===== config.mk =====
export PLATFORM = sky130hd
export DESIGN_NAME = shf_barrel
export DESIGN_NICKNAME = d
export VERILOG_FILES = /design/src/rtl/shf_pkg.sv /design/src/rtl/shf_extend.sv /design/src/rtl/shf_amt_map.sv /design/src/rtl/shf_stage.sv /design/src/rtl/shf_barrel.sv
export SDC_FILE = /design/constraint.sdc
export NUM_CORES = 1
export LEC_CHECK = 0
export BUFFER_PORTS_ARGS = -buffer_cell sky130_fd_sc_hd__buf_2
export CAP_MARGIN = 20
export CORE_AREA = 10 10 97 99
export DETAILED_ROUTE_END_ITERATION = 8
export DIE_AREA = 0 0 107 109
export PLACE_DENSITY = 0.81
export REMOVE_ABC_BUFFERS = 1
export SYNTH_ARGS = -nofsm -noshare
export SYNTH_HDL_FRONTEND = slang
export SYNTH_HIERARCHICAL = 1
export SYNTH_SLANG_ARGS = --single-unit
export TNS_END_PERCENT = 20

===== constraint.sdc =====
create_clock -name vclk -period 2.77
set_input_delay 0.1385 -clock vclk [all_inputs]
set_output_delay 0.1385 -clock vclk [all_outputs]
set_load 0.02 [all_outputs]

===== src/rtl/shf_pkg.sv =====
package shf_pkg;
  typedef enum logic [1:0] {
    SHF_SLL = 2'b00,
    SHF_SRL = 2'b01,
    SHF_SRA = 2'b10,
    SHF_ROR = 2'b11
  } shf_op_e;
endpackage


===== src/rtl/shf_extend.sv =====
module shf_extend
  import shf_pkg::*;
#(
  parameter int W = 32,
  localparam int EW = 2 * W - 1
) (
  input  logic [W-1:0]  data_i,
  input  shf_op_e       op_i,
  output logic [EW-1:0] ext_o
);
  always_comb begin
    unique case (op_i)
      SHF_SLL: ext_o = {data_i, {(W-1){1'b0}}};
      SHF_SRL: ext_o = {{(W-1){1'b0}}, data_i};
      SHF_SRA: ext_o = {{(W-1){data_i[W-1]}}, data_i};
      default: ext_o = {data_i[W-2:0], data_i};
    endcase
  end
endmodule


===== src/rtl/shf_amt_map.sv =====
module shf_amt_map #(
  parameter int AW = 5
) (
  input  logic [AW-1:0] amt_i,
  input  logic          left_i,
  output logic [AW-1:0] ctl_o
);
  // left shift by k == right shift by (2^AW - 1 - k)
  assign ctl_o = left_i ? ~amt_i : amt_i;
endmodule


===== src/rtl/shf_stage.sv =====
module shf_stage #(
  parameter int IN_W = 63,
  parameter int SH   = 16,
  localparam int OUT_W = IN_W - SH
) (
  input  logic [IN_W-1:0]  in_i,
  input  logic             sel_i,
  output logic [OUT_W-1:0] out_o
);
  assign out_o = sel_i ? in_i[IN_W-1:SH] : in_i[OUT_W-1:0];
endmodule


===== src/rtl/shf_barrel.sv =====
module shf_barrel
  import shf_pkg::*;
#(
  parameter int W = 32
) (
  input  logic [W-1:0]         data_i,
  input  logic [$clog2(W)-1:0] amt_i,
  input  logic [1:0]           op_i,
  output logic [W-1:0]         res_o
);
  localparam int AW = $clog2(W);
  localparam int EW = 2 * W - 1;

  shf_op_e       op;
  logic [EW-1:0] ext;
  logic [AW-1:0] ctl;

  assign op = shf_op_e'(op_i);

  shf_extend #(.W(W)) u_ext (
    .data_i(data_i),
    .op_i  (op),
    .ext_o (ext)
  );

  shf_amt_map #(.AW(AW)) u_amt (
    .amt_i (amt_i),
    .left_i(op == SHF_SLL),
    .ctl_o (ctl)
  );

  // largest step first; each stage drops bits that cannot reach the output
  for (genvar b = AW - 1; b >= 0; b--) begin : g_stage
    localparam int IW = W + (2 ** (b + 1)) - 1;
    localparam int OW = W + (2 ** b) - 1;
    logic [IW-1:0] src;
    logic [OW-1:0] q;
    if (b == AW - 1) begin : g_first
      assign src = ext;
    end else begin : g_next
      assign src = g_stage[b+1].q;
    end
    shf_stage #(.IN_W(IW), .SH(2 ** b)) u_stage (
      .in_i (src),
      .sel_i(ctl[b]),
      .out_o(q)
    );
  end

  assign res_o = g_stage[0].q;
endmodule


==> summary by stage, run 1 <==
Status
The run finished, with violations left. The final reports fail on negative setup slack.

Floorplan
The die is 107 um wide. The floorplan step defined a die boundary enclosing 0.01166 mm^2. The starting density of the core is 53.51%.

The number of placement rows is 32. The number of ports placed on the die boundary is 71. The y dimension of the die is roughly 110 um. The placeable core area is roughly 0.0075 mm^2.

Pwr
Net switching is 42.42% of the power. The sequential share of power is 0%. The static leakage is between 0.002 and 0.0025 uW.

The power density normalized to cell area is 405.8 mW/mm^2. For this design the total switching power over the nets is 827.4 uW. The combinational share of power is 100.0%. Across the VDD grid, the largest voltage drop is roughly 0.12 mV. The clock network power share is 0%.

The cell-internal power is approximately 1100 uW.

Finish
For this run, the post-layout net count is approximately 440. The sequential cell count is 0. The clock tree buffer count of the final layout is 0.

0 antenna diodes ended up in the layout. The growth of design area from synthesis to finish is 19.32%. The top cell types in the final layout, fill and taps aside, are sky130_fd_sc_hd__mux2_4 (175), sky130_fd_sc_hd__buf_2 (61), sky130_fd_sc_hd__mux2_2 (42). Summing all flip-flop and latch instances after layout gives 0 um^2. Leaving out fill and tap cells, the most frequent cell in the layout is sky130_fd_sc_hd__mux2_4. The post-route netlist has a little over four fifths of its cells at a drive strength greater than 1.

After routing the design area is around 0.0048 mm^2.

Route
The detailed-router iteration count before antenna repair is 4. Detailed routing inserted a total of 2887 vias. The number of DRC markers after the initial detailed-route iteration is 145.

The total DRC errors in the routed layout is 0. The post-route antenna net violation count is 0. The final wirelength is roughly 11000 um. The average detailed-routed wire length per instance is 21.94 um. The vias per cell is 5.821.

Setup path
Traced cell by cell, the critical path runs through buf_6, nor2_4, xor2_4, buf_6, clkbuf_16, mux2_2, mux2_4, mux2_4, mux2_4, mux2_4, buf_2. The worst path arrival time is approximately 2.7 ns. The critical path launch point type is an input port.

The cell seen most often among critical-path stages is sky130_fd_sc_hd__mux2_4. The category of cells accounting for the largest share of critical-path delay is multiplexers. The critical path contains buffers and inverters numbering 4 combined.

Along the worst path, the maximum fanout reaches 7. The worst setup path is captured at an output port. The critical path runs through a total of 11 cells.

At the worst endpoint, the required time is 2.63 ns. The startpoint-to-endpoint class of the critical path is input port to output port. The cell with the largest stage delay on the worst path is sky130_fd_sc_hd__mux2_2. The critical path starts at op_i[0]. On the worst path, the slowest cell contributes a delay of 0.34 ns. The worst setup path endpoint is res_o[2].

Timing
The fmax is 358.7 MHz. The worst-case headroom to the max-slew limit is between 50% and 60%. Setup repair after global routing could not meet its margin everywhere. The final hold violation count is 0. The minimum clock period after layout is approximately 2.8 ns. Hold timing on the final database bottoms out at a slack of 1.132 ns. The transition at the pin with the smallest max-transition slack is 0.6007 ns. The number of endpoints failing setup at the final stage is 1.

The max-slew violation count was 0. The ratio of final minimum period to clock period is 100.7%. The final worst slack is -0.01810 ns.

Synthesis
The fraction of the mapped netlist area in compound gates is between 6 and 7%. The yosys synthesis warning count is 6. By area, the combinational part of the netlist is dominated by multiplexers. The fraction of synthesized area in multiplexers is 75.40%. The average instance in the mapped netlist occupies ~12 um^2. The synthesized netlist cell count is 327. The sequential area share after synthesis is 0%. Of the total synthesized cell area, the portion taken by AND, OR, NAND and NOR gates is 5.654%.

The cell area that synthesis handed to floorplanning was 0.004028 mm^2. The post-synthesis share of cell area spent on full adders, half adders and majority gates is 0%. Synthesis instantiated 17 different standard cells from the library. The parity-gate share of the synthesized area counting xor and xnor cells is 1.087%.

Placed design
The placed wire-length estimate after detailed placement is between 7000 and 8000 um. The placed instances occupy a cell area of 0.004367 mm^2. During placement, the flow inserted port buffers numbering 71. The final RePlAce weighted congestion is 0.9315.

Global route
The largest net degree at the start of global routing is 40. The total congestion overflow is 0. The all-layer global routing usage is 15.12%. The global-route wire length before repair is about 15000 um. The via count of the first global-routing pass is 2846. The initial antenna violation count is 0.

Worst hold path
The path type of the worst min-delay path is input port to output port. The start point of the worst min-delay path is amt_i[0].

CTS
The quantity of hold-fixing buffers added after cts is 0.

Run
The tool flagged a number of max-cap violations equal to 0.
==> kinds of logic (layout without fill, tap and decap cells) <==
group,Yosys count,after routing
AO/OA/AOI/OAI,31,31
buffers and inverters,40,106
AND/OR/NAND/NOR,34,35
multiplexers,217,217
XOR/XNOR,5,5
==> power by group through the flow <==
stage / registers [uW] / clock network [uW] / logic (uW)
after detailed placement: 0 / 0 / 1780
after global placement: 0 / 0 / 1740
final: 0 / 0 / 1950
after CTS: 0 / 0 / 1800
after floorplan: 0 / 0 / 1410
after global routing: 0 / 0 / 2050
==> worst min-delay path by stage <==
stage | end | slack (ns) | cells after the start
2_1_floorplan | res_o[30] | 1.05 | 6
5_1_grt | res_o[3] | 1.17 | 5
4_1_cts | res_o[25] | 1.17 | 5
3_3_place_gp | res_o[30] | 1.15 | 5
3_5_place_dp | res_o[25] | 1.17 | 5
6_report | res_o[30] | 1.13 | 5
==> cells in the mapped netlist (all sizes together) <==
library cell | number | area [um^2]
nor2 | 2 | 23.77
buf | 30 | 414.1
nor2b | 27 | 168.9
inv | 1 | 3.750
clkbuf | 9 | 33.78
mux2 | 217 | 3037
and2b | 4 | 30.03
nand3 | 1 | 5.000
a22o | 30 | 262.8
xor2 | 5 | 43.79
o21ai | 1 | 5.000
==> metal layers <==
| layer | wire (um) | GRT usage [%] |
|---|---|---|
| met5 | 0 | 0 |
| met1 | 4322 | 17.06 |
| met2 | 5757 | 29.94 |
| met4 | 226 | 1.161 |
| met3 | 574 | 2.478 |
==> through the flow <==
stage | total power [uW] | util [%] | worst slack (ns) | TNS [ns] | cells
6_report | 1950 | 63.85 | -0.01810 | -0.01810 | 496
3_5_place_dp | 1784 | 58.01 | -0.06072 | -0.7785 | 477
2_1_floorplan | 1411 | - | -2.560 | -79.75 | 288
3_3_place_gp | 1737 | 58.01 | -0.006569 | -0.009624 | 477
5_1_grt | 2052 | 63.85 | -0.03850 | -0.5935 | 496
4_1_cts | 1804 | 58.94 | -0.01869 | -0.02279 | 479
==> final cells by class <==
class                      instances  area [um^2]
multi-input combinational        288         3752
inverter                           1        3.754
tap                              102        127.6
timing repair buffer             105        922.1
fill                             584         2721
==> tightest hold or removal path: stages <==
cell	delay [ns]
sky130_fd_sc_hd__buf_2	0.12
sky130_fd_sc_hd__xor2_4	0.06
sky130_fd_sc_hd__buf_4	0.28
sky130_fd_sc_hd__mux2_4	0.25
sky130_fd_sc_hd__buf_4	0.13
==> what timing repair did <==
item	in CTS	in global routing
pin swaps	1	3
endpoints found under the setup margin	30	32
resized for setup	6	37
buffers inserted	0	9
cloned	2	8
Power figures use the tool's default switching activity.
==> run 2, diff against run 1 <==
--- a/config.mk
+++ b/config.mk
@@ -5,12 +5,13 @@
 export SDC_FILE = /design/constraint.sdc
 export NUM_CORES = 1
 export LEC_CHECK = 0
+export ABC_CLOCK_PERIOD_IN_PS = 2770
 export BUFFER_PORTS_ARGS = -buffer_cell sky130_fd_sc_hd__buf_2
 export CAP_MARGIN = 20
 export CORE_AREA = 10 10 97 99
 export DETAILED_ROUTE_END_ITERATION = 8
 export DIE_AREA = 0 0 107 109
-export PLACE_DENSITY = 0.81
+export PLACE_DENSITY = 0.77
 export REMOVE_ABC_BUFFERS = 1
 export SYNTH_ARGS = -nofsm -noshare
 export SYNTH_HDL_FRONTEND = slang
==> run 2 against run 1 <==
The flow now finishes without violations. Design area decreased by 4.7%. Global-route usage decreased by 1.2 points. Die area unchanged. First-iteration DRC count decreased by 6.9%. Wire length decreased by 16%. Combinational power decreased by 7%. Worst hold slack improved by 0.014 ns. Worst setup slack improved by 0.061 ns. Largest power group unchanged.
==> summary by stage, run 2 (same netlist as run 1, synthesis figures left out) <==
Status
The flow ran to the end, and the final reports show no timing, DRC or antenna violations.

Pwr
The static leakage is 0.002343 uW (-5.2%). The net switching power is 768.1 uW (-7.2%). The combinational share of power is 100.0% (about the same). The sequential share of power is 0% (unchanged). The cell-internal power is 1049 uW (-6.6%).

The clock network power share came to 0% (unchanged). The switching share of power came to 42.27% (-0.15 points). The largest vdd supply drop is 0.1290 mV (+12%). The power density normalized to cell area came to 396.8 mW/mm^2 (-2.2%). The total power after layout is 1817 uW (-6.8%).

Placed design
The final RePlAce weighted congestion is 0.8680 (-6.8%). The instance area after placement is 0.004367 mm^2 (unchanged). The number of buffers added on ports is 71 (unchanged). The post-place setup slack is -0.05878 ns (+0.001937 ns).

The placed wire-length estimate after detailed placement was 7258 um (-3.3%).

Finish
The sequential cell count came to 0 (unchanged). The design area is 0.004579 mm^2 (-4.7%). The growth of design area from synthesis to finish is 13.70%. The number of antenna repair diodes was 0 (unchanged).

The total area of sequential cells is 0 um^2 (unchanged). The leading cell type in the layout, fill and taps excluded is sky130_fd_sc_hd__mux2_4. The count of fill cells added during filler insertion was 608 (+4.1%). The post-layout net count is 429 (-1.4%). The clock tree buffer count of the final layout is 0 (unchanged). In the layout the commonest cells are sky130_fd_sc_hd__mux2_4 (160), sky130_fd_sc_hd__buf_2 (68), sky130_fd_sc_hd__mux2_2 (57).

The fraction of layout instances using a drive strength above 1 is 83.51% (-0.25 points).

Setup path
The critical path required time is 2.63 ns (about the same). The worst path arrival time was 2.59 ns (-0.06 ns). The critical-path maximum fanout came to 11 (+4). The cell that appears most often on the critical path is sky130_fd_sc_hd__mux2_4. The critical path launch point type is an input port.

The startpoint-to-endpoint class of the critical path is input port to output port. Among cell families on the critical path, the largest total delay comes from multiplexers. The signal on the critical path passes through buf_4, nor2_4, xor2_4, buf_6, buf_12, mux2_2, mux2_2, mux2_4, mux2_4, mux2_4, buf_2. Tracing the worst setup path back leads to its startpoint at op_i[1]. The delay of the slowest cell on the worst path is 0.37 ns (+0.03 ns).

The sum of buffers and inverters on the critical path came to 4 (unchanged). STA classifies the critical path endpoint as an output port. On the critical path, the stage with the largest delay is an instance of sky130_fd_sc_hd__mux2_2.

Timing
The final hold violation count was 0 (unchanged). The final-layout worst hold slack is 1.147 ns (+0.01443 ns). The number of endpoints failing setup at the final stage is 0 (-1). The fmax is 366.7 MHz (+2.2%). The final worst slack came to 0.04266 ns (+0.06076 ns). The transition at the pin with the smallest max-transition slack came to 0.5565 ns (-0.04425 ns). The ratio of final minimum period to clock period was 98.46% (-2.2 points). The worst-case headroom to the max-slew limit was 62.90% (+2.9 points). The max-slew violation count came to 0 (unchanged). The setup TNS after final layout is 0 ns (+0.01810 ns). The minimum clock period after layout is 2.727 ns (-0.06076 ns).

Floorplan
The number of ports placed on the die boundary is 71 (unchanged). The number of placement rows was 32 (unchanged). The y dimension of the die is 109 um (unchanged). The placeable core area came to 0.007527 mm^2 (unchanged). The overall die area is 0.01166 mm^2 (unchanged).

The starting density of the core was 53.51% (unchanged). The chip width came to 107 um (unchanged).

Route
The number of DRC markers after the initial detailed-route iteration was 135 (-6.9%). The final wirelength is 9178 um (-16%). The overall via count from detail_route is 2777 (-3.8%). The average detailed-routed wire length per instance is 18.73 um (-15%). The detailed-router iteration count before antenna repair was 4 (unchanged). The post-route antenna net violation count is 0 (unchanged).

The vias per cell is 5.667 (-2.6%). The total DRC errors in the routed layout was 0 (unchanged).

Run
The max-cap violation count is 0 (unchanged).

Global route
The initial antenna violation count is 0 (unchanged). The total congestion overflow is 0 (unchanged). The via count of the first global-routing pass was 2679 (-5.9%). The all-layer global routing usage is 13.96% (-1.2 points).

The global-route wire length before repair is 13830 um (-6.9%). The largest net degree at the start of global routing is 40 (unchanged).

Worst hold path
The path type of the worst min-delay path is input port to output port. The worst hold path begins at amt_i[0].
run 2: cell count changes in the layout (fill, tap and decap cells not counted), sizes merged:
cell    change
buf         -2
clkbuf      -3
nor2        -1
run 2: area by class of cell:
class | count | area (um^2) | share of cell area, %
inverter | 1 | 3.754 | 0.08197
multi-input combinational | 287 | 3685 | 80.46
tap | 102 | 127.6 | 2.787
timing repair buffer | 100 | 763.2 | 16.67
run 2: worst paths after layout:
kind,end,depth (start not counted)
min,res_o[28],5
max,res_o[14],11
run 2: repair_timing:
item | in CTS | in global routing
setup endpoints to repair | 32 | 32
pin swaps | 0 | 4
setup buffers | 0 | 9
cloned | 0 | 4
hold buffers | 0 | 0
resized for setup | 4 | 12
run 2: power by group through the flow:
| stage | Combinational [uW] | Clock, uW | Sequential, uW |
|---|---|---|---|
| after floorplan | 1410 | 0 | 0 |
| after global placement | 1740 | 0 | 0 |
| after detailed placement | 1770 | 0 | 0 |
| after CTS | 1780 | 0 | 0 |
| after global routing | 1930 | 0 | 0 |
| final | 1820 | 0 | 0 |
run 2: tightest hold or removal path, delay by kind of cell:
family	cells	cell delay [ns]
XOR/XNOR	1	0.06
multiplexers	1	0.25
buffers and inverters	3	0.56
run 2: stage by stage:
step / util [%] / cells
finish: 60.84 / 490
global route: 60.84 / 490
CTS: 58.23 / 477
detailed placement: 58.01 / 477
global placement: 58.01 / 477
floorplan: - / 288
run 2: layer usage:
metal	GRT usage [%]	part of all wire, %	vias up	wire length (um)
met3	2.242	5.3	22	490
met4	4.062	3.2	0	291
met1	16.43	43	1320	3905
met2	25.46	49	90	4492
li1	-	-	1345	-
met5	0	0	-	0
==> run 3, diff against run 2 <==
--- a/config.mk
+++ b/config.mk
@@ -13,6 +13,7 @@
 export DIE_AREA = 0 0 107 109
 export PLACE_DENSITY = 0.77
 export REMOVE_ABC_BUFFERS = 1
+export SETUP_SLACK_MARGIN = 0.4
 export SYNTH_ARGS = -nofsm -noshare
 export SYNTH_HDL_FRONTEND = slang
 export SYNTH_HIERARCHICAL = 1
==> run 3 against run 2 <==
Wire length is 11% higher. Design area is 8.1% higher. Critical path depth is 1 higher. Worst hold slack worse by 0.033 ns. Final cell count is 1.2% higher. Total power is 12% higher. Combinational power is 12% higher. First-iteration DRC count is 33% higher. Utilization is 4.9 points higher. Sequential share of layout area stayed put. Via count is 2.2% higher. Critical endpoint is now res_o[30]. Largest cell class unchanged. Highest routed layer unchanged.
==> summary by stage, run 3 (same netlist as run 1, synthesis figures left out) <==
Finish
The sequential cell count was 0 (unchanged). The count of fill cells added during filler insertion is 555 (-8.7%). The post-layout net count was 435 (+1.4%). Relative to the synthesized area, the layout overhead comes to 22.90%. The final cell count without fillers is 496 (+1.2%).

The number of antenna repair diodes is 0 (unchanged). The fraction of layout instances using a drive strength above 1 came to 83.76% (+0.25 points). The total area of sequential cells was 0 um^2 (unchanged).

The clock tree buffer count of the final layout came to 0 (unchanged). In the layout the commonest cells are sky130_fd_sc_hd__mux2_4 (186), sky130_fd_sc_hd__buf_2 (51), sky130_fd_sc_hd__mux2_2 (31). The design area is 0.004950 mm^2 (+8.1%).

The leading cell type in the layout, fill and taps excluded is sky130_fd_sc_hd__mux2_4.

Pwr
The static leakage is 0.002550 uW (+8.8%). The largest vdd supply drop is 0.1461 mV (+13%). The total power after layout is 2034 uW (+12%). The power density normalized to cell area is 411.0 mW/mm^2 (+3.6%).

Floorplan
The overall die area is 0.01166 mm^2 (unchanged). The y dimension of the die is 109 um (unchanged). The placeable core area is 0.007527 mm^2 (unchanged). The starting density of the core was 53.51% (unchanged).

The number of ports placed on the die boundary is 71 (unchanged). The chip width is 107 um (unchanged). The number of placement rows came to 32 (unchanged).

Route
The vias per cell is 5.724 (+1.0%). The detailed-router iteration count before antenna repair is 4 (unchanged). The total DRC errors in the routed layout is 0 (unchanged). The number of DRC markers after the initial detailed-route iteration is 180 (+33%). The average detailed-routed wire length per instance was 20.52 um (+9.5%). The final wirelength is 10180 um (+11%). The post-route antenna net violation count is 0 (unchanged). The overall via count from detail_route is 2839 (+2.2%).

Global route
The initial antenna violation count was 0 (unchanged). The all-layer global routing usage was 16.01% (+2.0 points). The total congestion overflow was 0 (unchanged). The via count of the first global-routing pass is 2884 (+7.7%). The global-route wire length before repair came to 15590 um (+13%).

The largest net degree at the start of global routing came to 40 (unchanged).

Setup path
The critical path required time is 2.63 ns (about the same). The critical path ends at res_o[30]. The critical-path maximum fanout is 6 (-5).

In this run the worst setup path begins at op_i[0]. The worst setup path is of the input port to output port kind. The type of destination of the critical path is an output port. The critical path launch point type is an input port. The worst path arrival time is 2.60 ns (about the same).

Run
The max-cap violation count is 0 (unchanged).

Worst hold path
The count of cells along the worst hold path is 5 (unchanged). The path type of the worst min-delay path is input port to output port.

Placed design
The placed wire-length estimate after detailed placement is 7258 um (unchanged). The instance area after placement came to 0.004367 mm^2 (unchanged). The final RePlAce weighted congestion is 0.8680 (unchanged).

The post-place setup slack is -0.05878 ns (unchanged). The number of placed instances with taps included was 477 (unchanged). The number of buffers added on ports is 71 (unchanged).

Timing
The final worst slack is 0.03261 ns (-0.01005 ns). The fmax is 365.3 MHz (-0.37%). The max-slew violation count came to 0 (unchanged).

The minimum clock period after layout came to 2.737 ns (+0.01005 ns). The worst-case headroom to the max-slew limit is 62.39% (-0.51 points). The ratio of final minimum period to clock period is 98.82% (+0.36 points).

The number of endpoints failing setup at the final stage is 0 (unchanged). The final hold violation count is 0 (unchanged). The final-layout worst hold slack is 1.114 ns (-0.03255 ns). Setup repair after global routing could not meet its margin everywhere.

The transition at the pin with the smallest max-transition slack is 0.5641 ns (+0.007611 ns).

CTS
The quantity of hold-fixing buffers added after cts came to 0 (unchanged).

Status
The run finished with clean final reports.
run 3: through the flow:
stage	util, %	TNS [ns]
2_1_floorplan	-	-79.75
3_3_place_gp	58.01	-0.6565
3_5_place_dp	58.01	-1.222
4_1_cts	63.08	0
5_1_grt	65.76	-0.01775
6_report	65.76	0
run 3: repair_timing:
item | 4_1_cts | 5_1_grt
gates cloned | 4 | 3
setup endpoints to repair | 32 | 32
pin swaps | 2 | 2
resized for setup | 49 | 35
setup buffers | 11 | 1
hold endpoints to repair | 0 | 0
run 3: power breakdown:
part           leakage [uW]  switching (uW)  internal [uW]
Sequential                0               0              0
Combinational       0.00255             824           1210
Clock                     0               0              0
run 3: routing by layer:
metal	global-route usage [%]	part of all wire, %	vias up
met1	18.00	41	1373
li1	-	-	1358
met5	0	0	-
met3	2.360	4.3	23
met4	5.609	3.5	0
met2	29.98	51	85
run 3: final cells by class:
class | instances | area [um^2] | area share [%]
inverter | 1 | 3.754 | 0.07583
timing repair buffer | 106 | 1036 | 20.93
multi-input combinational | 287 | 3782 | 76.42
tap | 102 | 127.6 | 2.578
run 3: worst min path at each step:
stage                end  slack, ns      from
6_report       res_o[30]       1.11  amt_i[0]
5_1_grt        res_o[28]       1.16  amt_i[1]
4_1_cts        res_o[30]       1.13  amt_i[0]
3_5_place_dp   res_o[30]       1.16  amt_i[0]
3_3_place_gp   res_o[27]       1.15  amt_i[0]
2_1_floorplan  res_o[30]       1.05   op_i[1]
run 3: worst max-delay path, cell delays in order:
cell                     delay [ns]
sky130_fd_sc_hd__buf_12        0.11
sky130_fd_sc_hd__buf_12        0.14
sky130_fd_sc_hd__buf_8         0.13
sky130_fd_sc_hd__buf_6         0.11
sky130_fd_sc_hd__mux2_4        0.29
sky130_fd_sc_hd__a22o_1        0.19
sky130_fd_sc_hd__mux2_4        0.27
sky130_fd_sc_hd__mux2_4        0.27
sky130_fd_sc_hd__mux2_4        0.28
sky130_fd_sc_hd__mux2_4        0.27
sky130_fd_sc_hd__mux2_4        0.27
sky130_fd_sc_hd__buf_6         0.13
